`config.mk`:
```
export PLATFORM = sky130hd
export DESIGN_NAME = rxq_prefetch_advice
export DESIGN_NICKNAME = d
export VERILOG_FILES = /design/src/rtl/rxq_pa_pkg.sv /design/src/rtl/rxq_pa_line_match.sv /design/src/rtl/rxq_pa_decide.sv /design/src/rtl/rxq_pa_hold_reg.sv /design/src/rtl/rxq_prefetch_advice.sv
export SDC_FILE = /design/constraint.sdc
export NUM_CORES = 1
export LEC_CHECK = 0
export BUFFER_PORTS_ARGS = -buffer_cell sky130_fd_sc_hd__buf_2
export CELL_PAD_IN_SITES_DETAIL_PLACEMENT = 1
export CELL_PAD_IN_SITES_GLOBAL_PLACEMENT = 2
export CORE_MARGIN = 4
export CORE_UTILIZATION = 21
export CTS_BUF_LIST = sky130_fd_sc_hd__clkbuf_16
export DETAILED_ROUTE_END_ITERATION = 16
export MAX_ROUTING_LAYER = met4
export PLACE_DENSITY = 0.78
export SLEW_MARGIN = 30
export SYNTH_ARGS = -nofsm -noshare
export SYNTH_HDL_FRONTEND = slang
export SYNTH_HIERARCHICAL = 1
export SYNTH_SLANG_ARGS = --single-unit
```
`constraint.sdc`:
```
create_clock -name clk -period 2.25 [get_ports clk]
set_clock_uncertainty 0.15 [all_clocks]
set_input_delay 0.225 -clock clk [delete_from_list [all_inputs] [get_ports clk]]
set_output_delay 0.225 -clock clk [all_outputs]
set_load 0.01 [all_outputs]
```
`src/rtl/rxq_pa_pkg.sv`:
```
package rxq_pa_pkg;
  typedef enum logic [2:0] {
    ACT_WAIT    = 3'd0,
    ACT_IGNORE  = 3'd1,
    ACT_ABSORB  = 3'd2,
    ACT_CAPTURE = 3'd3,
    ACT_DROP    = 3'd4
  } adv_act_e;
endpackage

```
`src/rtl/rxq_pa_line_match.sv`:
```
module rxq_pa_line_match #(
  parameter int LAW       = 29,
  parameter int NUM_LINES = 2
) (
  input  logic [LAW-1:0]           probe_line,
  input  logic [NUM_LINES-1:0]     res_vld,
  input  logic [NUM_LINES*LAW-1:0] res_line,
  input  logic                     hold_vld,
  input  logic [LAW-1:0]           hold_line,
  output logic                     hit_res,
  output logic                     hit_hold
);
  logic [NUM_LINES-1:0] per_line_hit;

  // One comparator per resident line
  for (genvar i = 0; i < NUM_LINES; i++) begin : g_cmp
    assign per_line_hit[i] = res_vld[i] && (res_line[i*LAW +: LAW] == probe_line);
  end

  assign hit_res  = |per_line_hit;
  assign hit_hold = hold_vld && (hold_line == probe_line);
endmodule

```
`src/rtl/rxq_pa_decide.sv`:
```
module rxq_pa_decide
  import rxq_pa_pkg::*;
(
  input  logic     present,
  input  logic     use_advice,
  input  logic     hold_ack,
  input  logic     hit_res,
  input  logic     hit_hold,
  input  logic     hold_free,
  output adv_act_e act
);
  always_comb begin
    act = ACT_WAIT;
    if (present) begin
      if (!use_advice)            act = ACT_IGNORE;
      else if (hit_res || hit_hold) act = ACT_ABSORB;
      else if (hold_free)         act = ACT_CAPTURE;
      else if (!hold_ack)         act = ACT_DROP;
      else                        act = ACT_WAIT;
    end
  end
endmodule

```
`src/rtl/rxq_pa_hold_reg.sv`:
```
module rxq_pa_hold_reg #(
  parameter int LAW = 29
) (
  input  logic           clk,
  input  logic           rst,
  input  logic           capture,
  input  logic [LAW-1:0] line_in,
  input  logic           gnt,
  output logic           vld,
  output logic [LAW-1:0] line_q,
  output logic           free
);
  // A grant frees the slot in the same cycle
  assign free = !vld || gnt;

  always_ff @(posedge clk) begin
    if (rst) begin
      vld <= 1'b0;
    end else if (capture) begin
      vld <= 1'b1;
    end else if (gnt) begin
      vld <= 1'b0;
    end
  end

  always_ff @(posedge clk) begin
    if (rst) begin
      line_q <= '0;
    end else if (capture) begin
      line_q <= line_in;
    end
  end
endmodule

```
`src/rtl/rxq_prefetch_advice.sv`:
```
module rxq_prefetch_advice
  import rxq_pa_pkg::*;
#(
  parameter int ADDR_W     = 32,
  parameter int LINE_BYTES = 8,
  parameter int NUM_LINES  = 2,
  localparam int LOFF      = $clog2(LINE_BYTES),
  localparam int LAW       = ADDR_W - LOFF
) (
  input  logic                     clk,
  input  logic                     rst,
  input  logic                     cfg_use_advice,
  input  logic                     cfg_hold_ack,
  input  logic                     adv_valid,
  input  logic [ADDR_W-1:0]        adv_addr,
  output logic                     adv_ack,
  input  logic [NUM_LINES-1:0]     res_vld,
  input  logic [NUM_LINES*LAW-1:0] res_line,
  output logic                     fill_req,
  output logic [ADDR_W-1:0]        fill_addr,
  input  logic                     fill_gnt
);
  logic           ack_q;
  logic           present;
  logic           hit_res, hit_hold;
  logic           hold_vld, hold_free;
  logic [LAW-1:0] hold_line;
  logic [LAW-1:0] probe_line;
  adv_act_e       act;

  assign probe_line = adv_addr[ADDR_W-1:LOFF];
  // Advice is decided only once, before its acknowledge is raised
  assign present    = adv_valid && !ack_q;

  rxq_pa_line_match #(.LAW(LAW), .NUM_LINES(NUM_LINES)) u_match (
    .probe_line (probe_line),
    .res_vld    (res_vld),
    .res_line   (res_line),
    .hold_vld   (hold_vld),
    .hold_line  (hold_line),
    .hit_res    (hit_res),
    .hit_hold   (hit_hold)
  );

  rxq_pa_decide u_decide (
    .present    (present),
    .use_advice (cfg_use_advice),
    .hold_ack   (cfg_hold_ack),
    .hit_res    (hit_res),
    .hit_hold   (hit_hold),
    .hold_free  (hold_free),
    .act        (act)
  );

  rxq_pa_hold_reg #(.LAW(LAW)) u_hold (
    .clk     (clk),
    .rst     (rst),
    .capture (act == ACT_CAPTURE),
    .line_in (probe_line),
    .gnt     (fill_gnt && hold_vld),
    .vld     (hold_vld),
    .line_q  (hold_line),
    .free    (hold_free)
  );

  always_ff @(posedge clk) begin
    if (rst) ack_q <= 1'b0;
    else     ack_q <= (act != ACT_WAIT);
  end

  assign adv_ack   = ack_q;
  assign fill_req  = hold_vld;
  assign fill_addr = {hold_line, {LOFF{1'b0}}};
endmodule

```
**Yosys cells after proc, flatten, opt, wreduce, memory -nomap -nowiden**

Cells that the tools add are included.
Widths: inputs -> output; s select.

- Bits in registers: 31
- Word-level logic and storage cells: 26

- Equality and inequality tests: 4
- Muxes and demuxes: 7
- Reduce and logical (&&, ||, !) cells: 12

Operators by type and width:

| kind | number |
|---|---|
| $eq 29x29->1 | 3 |
| $mux 3 | 5 |
| $logic_and 1x1->1 | 5 |
| $eq 3x2->1 const B | 1 |
| $reduce_bool 3->1 | 1 |
| $logic_not 1->1 | 2 |
| $logic_or 1x1->1 | 2 |
| $mux 1 | 2 |
| $reduce_bool 2->1 | 1 |
| $reduce_or 2->1 | 1 |

**Longest topological paths before layout**

Gate-level depths: netlist (run 1).

- Word-level depth: 9
- Gate-level depth with buffers: 11
- Gate-level depth less buffers: 9

**By module**

Netlist (run 1), hierarchy kept.

Modules (own cells, without submodules):

| module | instances | cells each | area an instance (um2) | seq. area each (um2) |
|---|---|---|---|---|
| rxq_pa_hold_reg | 1 | 98 | 1097.3 | 600.6 |
| rxq_pa_line_match | 1 | 119 | 963.4 | 0.0 |
| rxq_prefetch_advice | 1 | 11 | 75.1 | 20.0 |
| rxq_pa_decide | 1 | 6 | 47.5 | 0.0 |

**Least setup slack after synthesis (run 1)**

Ideal clock, no wire load.

- Path type: register -> register
- Start: register u_hold.line_q[17]
- End: register u_hold.line_q[0]
- Library setup time: 0.128 ns
- Data arrival time: 2.032 ns
- Slack: -0.059 ns
- Cell stages (with the launch flop): 12
- Path buffers: 2
- Cell sequence: dfxtp_1 -> xor2_1 -> nor4_1 -> nand3_1 -> nor4_2 -> o311a_1 -> nand2_1 -> nor2_1 -> buf_6 -> buf_12 -> mux2i_1 -> nor2_1

- Longest elaborated chain between the ends: 7

RTL lines:

| what | RTL line | source |
|---|---|---|
| start: declaration | rxq_pa_hold_reg.sv:10 | `output logic [LAW-1:0] line_q,` |
| start signal: assignment | rxq_pa_hold_reg.sv:30 | `line_q <= line_in;` |
| $eq 29x29->1 | rxq_pa_line_match.sv:21 | `assign hit_hold = hold_vld && (hold_line == probe_line);` |
| $logic_and 1x1->1 | rxq_pa_line_match.sv:21 |  |
| named net hit_hold | rxq_prefetch_advice.sv:25 | `logic hit_res, hit_hold;` |
| $logic_or 1x1->1 | rxq_pa_decide.sv:16 | `else if (hit_res \|\| hit_hold) act = ACT_ABSORB;` |
| $mux 3 | rxq_pa_decide.sv:16 |  |
| $mux 3 | rxq_pa_decide.sv:15 | `if (!use_advice) act = ACT_IGNORE;` |
| $mux 3 | rxq_pa_decide.sv:14 | `if (present) begin` |
| named net act[1] | rxq_prefetch_advice.sv:29 | `adv_act_e act;` |
| $eq 3x2->1 | rxq_prefetch_advice.sv:58 | `.capture (act == ACT_CAPTURE),` |

The timed path passes the listed nets, and every way through them passes these cells.
A chain may end at the register's enable or synchronous reset.

**Final worst setup path (run 1)**

- Start: register u_hold.line_q[12]
- End: register u_hold.line_q[2]

The elaborated chain is that of the path after synthesis.

==> metrics.md, run 1 <==
| Metric | Value |
|---|---|
| Status | `complete, but fails checks` |
| Violated checks | `negative setup slack` |
| Worst hold stages | `3` |
| Initial DRC Count | `37` |
| Finished Layout Cells | `546` |
| Mux contribution to synthesized area | `13.3%` |
| Reg2reg setup slack | `-390 ps` |
| Wl on met1 | `3.80 mm` |
| Hold slack | `106 ps` |
| Switch share | `28.6%` |
| Largest net degree at the start of global routing | `32` |
| Worst-path cell chain | `xor2_2 -> nor4_2 -> buf_4 -> nand4_1 -> nor4_4 -> o311a_1 -> nand2_2 -> nor2_4 -> buf_12 -> mux2i_1 -> nor2_1` |
| Final wirelength | `9.06 mm` |
| Final worst-path cycle share | `117%` |
| Reg-to-reg startpoint | `u_hold/line_q[12]` |
| Synth Area in XOR/XNOR | `34.5%` |
| Io pins | `132` |
| Post-DP HPWL | `7.79 mm` |
| Number of H-tree levels | `2` |
| Die Footprint | `12100 um2` |
| Design Area, Final | `3480 um2` |
| Placeable Area | `9950 um2` |
| Crit-path max FO | `22` |
| Layout cells sized above 1 | `47.0%` |
| Slew Limit Fails | `0` |
| Sequential share of the synthesized area | `28.4%` |
| Gr usage total | `15.3%` |
| Number of global-route vias before repair | `2542` |
| Seq pwr share | `34.3%` |
| Initial core utilization | `21.9%` |
| Synth top area share | `28.4%` |
| Netlist cell types | `26` |
| LEAKAGE | `1.57 nW` |
| # rows | `36` |
| Die span in y | `110 um` |
| DP Area | `3290 um2` |
| First-pass GRT wire length | `13.4 mm` |
| CTS tree | `yes` |
| Routability cong. | `0.788` |
| Synthesized area per cell | `9.33 um2` |
| Combinational power share | `28.4%` |
| Fraction of the mapped netlist area in adder cells | `0%` |
| Post-Synth Simple-Gate Area | `16.0%` |
| Met3 WL | `558 um` |
| # DRC | `0` |
| Rel. slew slack | `57.5%` |
| Fin. Hold Viols | `0` |
| Fmax | `378 MHz` |
| Setup crit end kind | `register` |
| Worst-Skew Late Latency | `270 ps` |
| Via/cell ratio | `4.16` |
| Clk pwr share | `37.3%` |
| Critical Path AT | `2610 ps` |
| Final Setup Violations | `30` |
| Initial antenna violation count | `2` |
| Max incr delay on CP | `330 ps` |
| Mapped cell area | `2180 um2` |
| Via Count | `2273` |
| Horiz. Die Dim | `110 um` |
| Max-cap viol count | `0` |
| Setup Crit Path Kind | `reg -> reg` |
| Post-route setup slack | `-392 ps` |
| Root Buffer | `clkbuf_16` |
| YS warnings | `6` |
| Yosys top cell by area | `dfxtp_1` |
| Least-Margin Pin Slew | `638 ps` |
| FF-to-FF End | `u_hold/line_q[2]` |
| P_sw | `0.490 mW` |
| Req. time, crit path | `2220 ps` |
| CP Launch Point | `u_hold/line_q[12]` |
| Synthesis-to-layout area growth | `59.6%` |
| Largest family of logic cells by synthesized area | `XOR/XNOR gates` |
| Grt total ovfl | `0` |
| Worst hold path class | `in -> reg` |
| Dpl cells | `535` |
| Synth area leaders | `dfxtp_1 28%, xnor2_1 26%, mux2i_1 13%, xor2_1 8.0%, nor2_1 5.3%` |
| Startpoint types | `register` |
| Compound-gate portion of the synthesized area | `2.23%` |
| Fin Setup TNS | `-9860 ps` |
| WL met2 | `4.68 mm` |
| PD cells | `492 nW/um2` |
| P_int | `1.23 mW` |
| Util after Layout | `35.0%` |
| Reg clk slew, reported paths | `50 ps` |
| Clock sink count | `31` |
| Unrepaired setup endpoints after global routing | `yes` |
| WHS Endpoint | `u_hold/line_q[7]` |
| Final Critical Period | `2640 ps` |
| Final ANT Viol Nets | `0` |
| Final nets | `508` |
| Routed len/inst | `16.6 um` |
| Slowest cell on crit path | `dfxtp_2` |
| Worst-case clock buffer depth | `2` |
| Synthesis-stage register bit count | `31` |
| CTS Buf Count | `5` |
| Post-Syn Instances | `234` |
| VDD IR max | `257 uV` |
| Top Metal Used | `met4` |
| Hold path start | `adv_addr[10]` |
| First-pass DRT Iterations | `4` |
| FF-to-FF path depth | `11` |
| IO Port Bufs | `125` |
==> logic make-up (layout without fill, tap and decap cells) <==
logic type | after synthesis | after routing
other | 1 | 5
buffers and inverters | 13 | 188
DFF | 31 | 31
muxes | 29 | 29
AOI/OAI and AO/OA | 5 | 5
and+or+nand+nor | 69 | 69
xor gates and xnor gates | 86 | 86
==> layout make-up <==
type	instances	area, um2
Clock inverter	3	12.5
Multi-Input combinational cell	192	1500
Timing Repair Buffer	177	1040
Clock buffer	5	125
Fill cell	1221	6470
Sequential cell	31	624
Tap cell	133	166
Antenna cell	2	5.00
Inverter	3	11.3
==> how the worst max path moves through the flow <==
| stage | to | slack [ps] |
|---|---|---|
| after global placement | u_hold/line_q[7] | -430 |
| final | u_hold/line_q[2] | -390 |
| after floorplan | u_hold/line_q[13] | -10 |
| after detailed placement | u_hold/line_q[26] | -510 |
| after global routing | u_hold/line_q[2] | -470 |
| after CTS | u_hold/line_q[2] | -430 |
==> per-layer routing <==
metal / global-route usage, % / up-vias
met5: - / -
met4: 2.05 / 0
met3: 3.58 / 2
met2: 26.6 / 68
met1: 18.3 / 1065
li1: - / 1138
==> critical path, delay by kind of cell, from the launching register on <==
kind	cells	cell delay [ps]
XOR/XNOR	1	140
flip-flops	1	330
multiplexers	1	250
AND/OR/NAND/NOR	6	990
buffers and inverters	2	370
AO/OA/AOI/OAI	1	250
==> synthesized netlist by cell type <==
master      n
a21oi_1     1
nand4_1    16
nor4_2      1
xor2_1     20
buf_6       1
nor2b_1     1
o311a_1     1
inv_1       3
mux2i_1    29
buf_12      3
nand2_1     3
clkbuf_1    3
nor3_1      1
nand3b_1    1
a22o_1      1
o2111ai_1   1
nor2_1     31
nand2b_1    2
and2_1      1
buf_4       3
nand3_1     2
o32ai_2     1
conb_1      1
dfxtp_1    31
nor4_1     10
xnor2_1    66
==> through the flow <==
| stage | worst slack, ps | power (mW) |
|---|---|---|
| 2_1_floorplan | -11.4 | 0.827 |
| 4_1_cts | -428 | 1.74 |
| 5_1_grt | -469 | 1.81 |
| 6_report | -392 | 1.72 |
| 3_3_place_gp | -428 | 1.07 |
| 3_5_place_dp | -515 | 1.08 |
==> power groups by stage <==
stage	logic, mW	registers [mW]	clock network (mW)
after floorplan	0.217	0.610	0
after global placement	0.471	0.598	0
after detailed placement	0.483	0.599	0
after CTS	0.488	0.588	0.659
after global routing	0.531	0.591	0.686
final	0.488	0.588	0.640
==> flip-flops by register name, indices dropped and copies added (netlist names) <==
register / count
u_hold/line_q: 29
u_hold/vld: 1
adv_ack: 1
==> cells in the final DEF, fill, tap and decap left out, types with 2 or more instances in the layout <==
| master | count |
|---|---|
| buf_2 | 125 |
| xnor2_1 | 66 |
| buf_4 | 50 |
| nor2_1 | 30 |
| mux2i_1 | 29 |
| dfxtp_1 | 28 |
| xor2_1 | 19 |
| nand4_1 | 16 |
| nor4_1 | 8 |
| clkbuf_16 | 5 |
| inv_1 | 5 |
| conb_1 | 3 |
| dfxtp_2 | 3 |
| diode_2 | 2 |
| nand2_1 | 2 |
| nor4_2 | 2 |
| nand2b_1 | 2 |
| nand3_1 | 2 |
==> what timing repair did <==
| item | CTS | global route |
|---|---|---|
| hold buffers | 0 | 0 |
| endpoints found under the hold margin | 0 | 0 |
| gates resized for setup | 3 | 5 |
| setup buffers | 0 | 1 |
| endpoints found under the setup margin | 30 | 31 |
Note: power is estimated with default switching activity, not from simulation.
==> run 2, diff against run 1 <==
--- a/config.mk
+++ b/config.mk
@@ -9,7 +9,7 @@
 export CELL_PAD_IN_SITES_DETAIL_PLACEMENT = 1
 export CELL_PAD_IN_SITES_GLOBAL_PLACEMENT = 2
 export CORE_MARGIN = 4
-export CORE_UTILIZATION = 21
+export CORE_UTILIZATION = 22
 export CTS_BUF_LIST = sky130_fd_sc_hd__clkbuf_16
 export DETAILED_ROUTE_END_ITERATION = 16
 export MAX_ROUTING_LAYER = met4
@@ -17,5 +17,4 @@
 export SLEW_MARGIN = 30
 export SYNTH_ARGS = -nofsm -noshare
 export SYNTH_HDL_FRONTEND = slang
-export SYNTH_HIERARCHICAL = 1
 export SYNTH_SLANG_ARGS = --single-unit
==> run 2 against run 1 <==
Against the previous run:
- the run now ends clean
- synthesized cell count rose by 9.8%
- highest routed layer unchanged
- first-iteration DRC count increased by 19%
- utilization down 1.6 points
- global-route usage fell by 0.36 points
==> metrics.md, run 2 <==
| Metric | Value |
|---|---|
| Status | `completed` |
| Synthesized area per cell | `9.23 um2` |
| Initial core utilization | `22.8%` |
| Crit-path max FO | `5` |
| Final Power | `1.74 mW` |
| Via Count | `2319` |
| Worst-case clock buffer depth | `2` |
| Routability cong. | `0.787` |
| Hold path start | `adv_valid` |
| Setup Crit Path Kind | `in -> reg` |
| Most common cell in the netlist | `xnor2_1` |
| Post-DP HPWL | `7.67 mm` |
| FF-to-FF path depth | `7` |
| Largest net degree at the start of global routing | `61` |
| Req. time, crit path | `2300 ps` |
| Synth top area share | `26.2%` |
| Rel. slew slack | `45.7%` |
| IO Port Bufs | `125` |
| Synthesis-to-layout area growth | `47.0%` |
| Worst hold stages | `3` |
| Initial DRC Count | `44` |
| Leading cell type in the layout, fill and taps excluded | `buf_2` |
| Root Buffer | `clkbuf_16` |
| Mapped cell area | `2370 um2` |
| FILL cells | `1283` |
| Slew Limit Fails | `0` |
| Die Footprint | `12500 um2` |
| Final Critical Period | `2110 ps` |
| Design Area, Final | `3480 um2` |
| Clock sink count | `31` |
| Number of global-route vias before repair | `2619` |
| Startpoint types | `primary input` |
| Dpl ws | `-242 ps` |
| Gr usage total | `14.9%` |
| Final nets | `505` |
| WHS Endpoint | `adv_ack` |
| Synth area leaders | `dfxtp_1 26%, xnor2_1 25%, nand2b_1 15%, mux2i_1 12%, xor2_1 7.4%` |
| Via/cell ratio | `4.24` |
| FF-to-FF End | `u_hold.line_q[1]` |
| Sequential cell area | `621 um2` |
| # rows | `37` |
| Main flop type after synthesis | `dfxtp_1` |
| Initial antenna violation count | `1` |
| Setup crit end kind | `register` |
| Number of H-tree levels | `2` |
| Layout cells sized above 1 | `39.5%` |
| LEAKAGE | `1.62 nW` |
| Placeable Area | `10400 um2` |
| Commonest non-fill, non-tap cells in the layout | `125 x buf_2, 67 x xnor2_1, 57 x nand2b_1, 31 x dfxtp_1, 29 x mux2i_1` |
| # DRC | `0` |
| Max-cap viol count | `0` |
| Fraction of registers with async set/reset | `0%` |
| Synth cell count leaders | `67 x xnor2_1, 57 x nand2b_1, 31 x dfxtp_1` |
| Grt total ovfl | `0` |
| Max reg flops | `29` |
| First-pass GRT wire length | `14.0 mm` |
| Fin Setup TNS | `0 ps` |
| Final worst-path cycle share | `94.0%` |
| Final ANT Viol Nets | `0` |
| Largest Register | `u_hold.line_q` |
| Synthesis-stage register bit count | `31` |
| YS warnings | `0` |
| Io pins | `132` |
| Post-synth EDFFs | `0` |
| Dpl cells | `535` |
| Horiz. Die Dim | `112 um` |
| Yosys top cell by area | `dfxtp_1` |
| Post-route setup slack | `135 ps` |
| Least-Margin Pin Slew | `814 ps` |
| Final Setup Violations | `0` |
| Post-Syn Instances | `257` |
| CTS tree | `yes` |
| Sequential share of the synthesized area | `26.2%` |
| Reg-to-reg startpoint | `u_hold.line_q[3]` |
| PD cells | `499 nW/um2` |
| Reg clk slew, reported paths | `50 ps` |
| Finished Layout Cells | `547` |
| Final wirelength | `8.96 mm` |
| Critical Path AT | `2170 ps` |
| DP Area | `3320 um2` |
| VDD IR max | `254 uV` |
| Fmax | `473 MHz` |
| Unrepaired setup endpoints after global routing | `no` |
| First-pass DRT Iterations | `4` |
| Netlist cell types | `22` |
| Routed len/inst | `16.4 um` |
| Footprint of the multi-input gates | `1690 um2` |
| Die span in y | `112 um` |
| Fin. Hold Viols | `0` |
| CTS Buf Count | `5` |
| Worst hold path class | `in -> reg` |
| Worst-Skew Late Latency | `270 ps` |
| Reg2reg setup slack | `250 ps` |
[run 2: cell count changes after synthesis, sizes merged, moves of 2 or more]
cell    previous run  this run
inv                3         0
nand4             16        18
or2b               0         3
nor2              31         1
nand2b             2        57
nor4              11         9
clkbuf             3         6
[run 2: logic make-up after synthesis]
logic type	synth area share [%]
flip-flops	26.2
AND/OR/NAND/NOR	25.1
other	0.158
AO/OA/AOI/OAI	0.897
XOR/XNOR	32.1
buffers and inverters	3.32
multiplexers	12.2
[run 2: area by class of cell]
type / count / area share [%]
clock buffers: 5 / 3.59
clock inverters: 3 / 0.359
flip-flops and latches: 31 / 17.8
well taps: 136 / 4.88
multi-input cells: 216 / 48.4
repair buffers: 153 / 24.8
diodes: 3 / 0.215
[run 2: worst max path at each step]
stage                       from                end  slack, ps  depth (start not counted)
floorplan           adv_addr[20]  u_hold.line_q[10]        280                          7
global placement     adv_addr[7]  u_hold.line_q[20]       -120                          9
detailed placement   adv_addr[7]   u_hold.line_q[1]       -240                          9
CTS                  adv_addr[7]   u_hold.line_q[1]         50                          9
global route         adv_addr[7]   u_hold.line_q[9]          3                          9
finish               adv_addr[7]   u_hold.line_q[1]        140                          9
[run 2: per-layer routing]
layer	global-route usage [%]	up-vias	routed length, um
li1	-	1157	-
met1	18.2	1069	3970
met2	24.4	85	4300
met3	4.02	8	550
met4	3.97	0	138
met5	-	-	0
[run 2: what timing repair did]
action,CTS,global route
gates resized for setup,0,1
hold buffers,1,0
setup buffers,0,0
endpoints found under the hold margin,1,0
endpoints found under the setup margin,0,25
[run 2: power by group]
group / leakage, nW / internal [mW] / switching [mW]
combinational: 1.29 / 0.260 / 0.236
clock: 0.0762 / 0.399 / 0.241
sequential: 0.253 / 0.578 / 0.0253
total: 1.62 / 1.24 / 0.502
[run 2: stage by stage]
step                hold WS (ps)  util (%)
floorplan                    183         -
global placement             283      31.9
detailed placement           279      31.9
CTS                         86.8      33.3
global route                 118      33.4
finish                       100      33.5
[run 2: critical path: stages]
cell     delay [ps]
buf_2           120
xor2_1          170
nor4_2          280
buf_4           170
nand4_1          80
or4_4           550
nand4_2         190
buf_4           200
mux2i_1         190
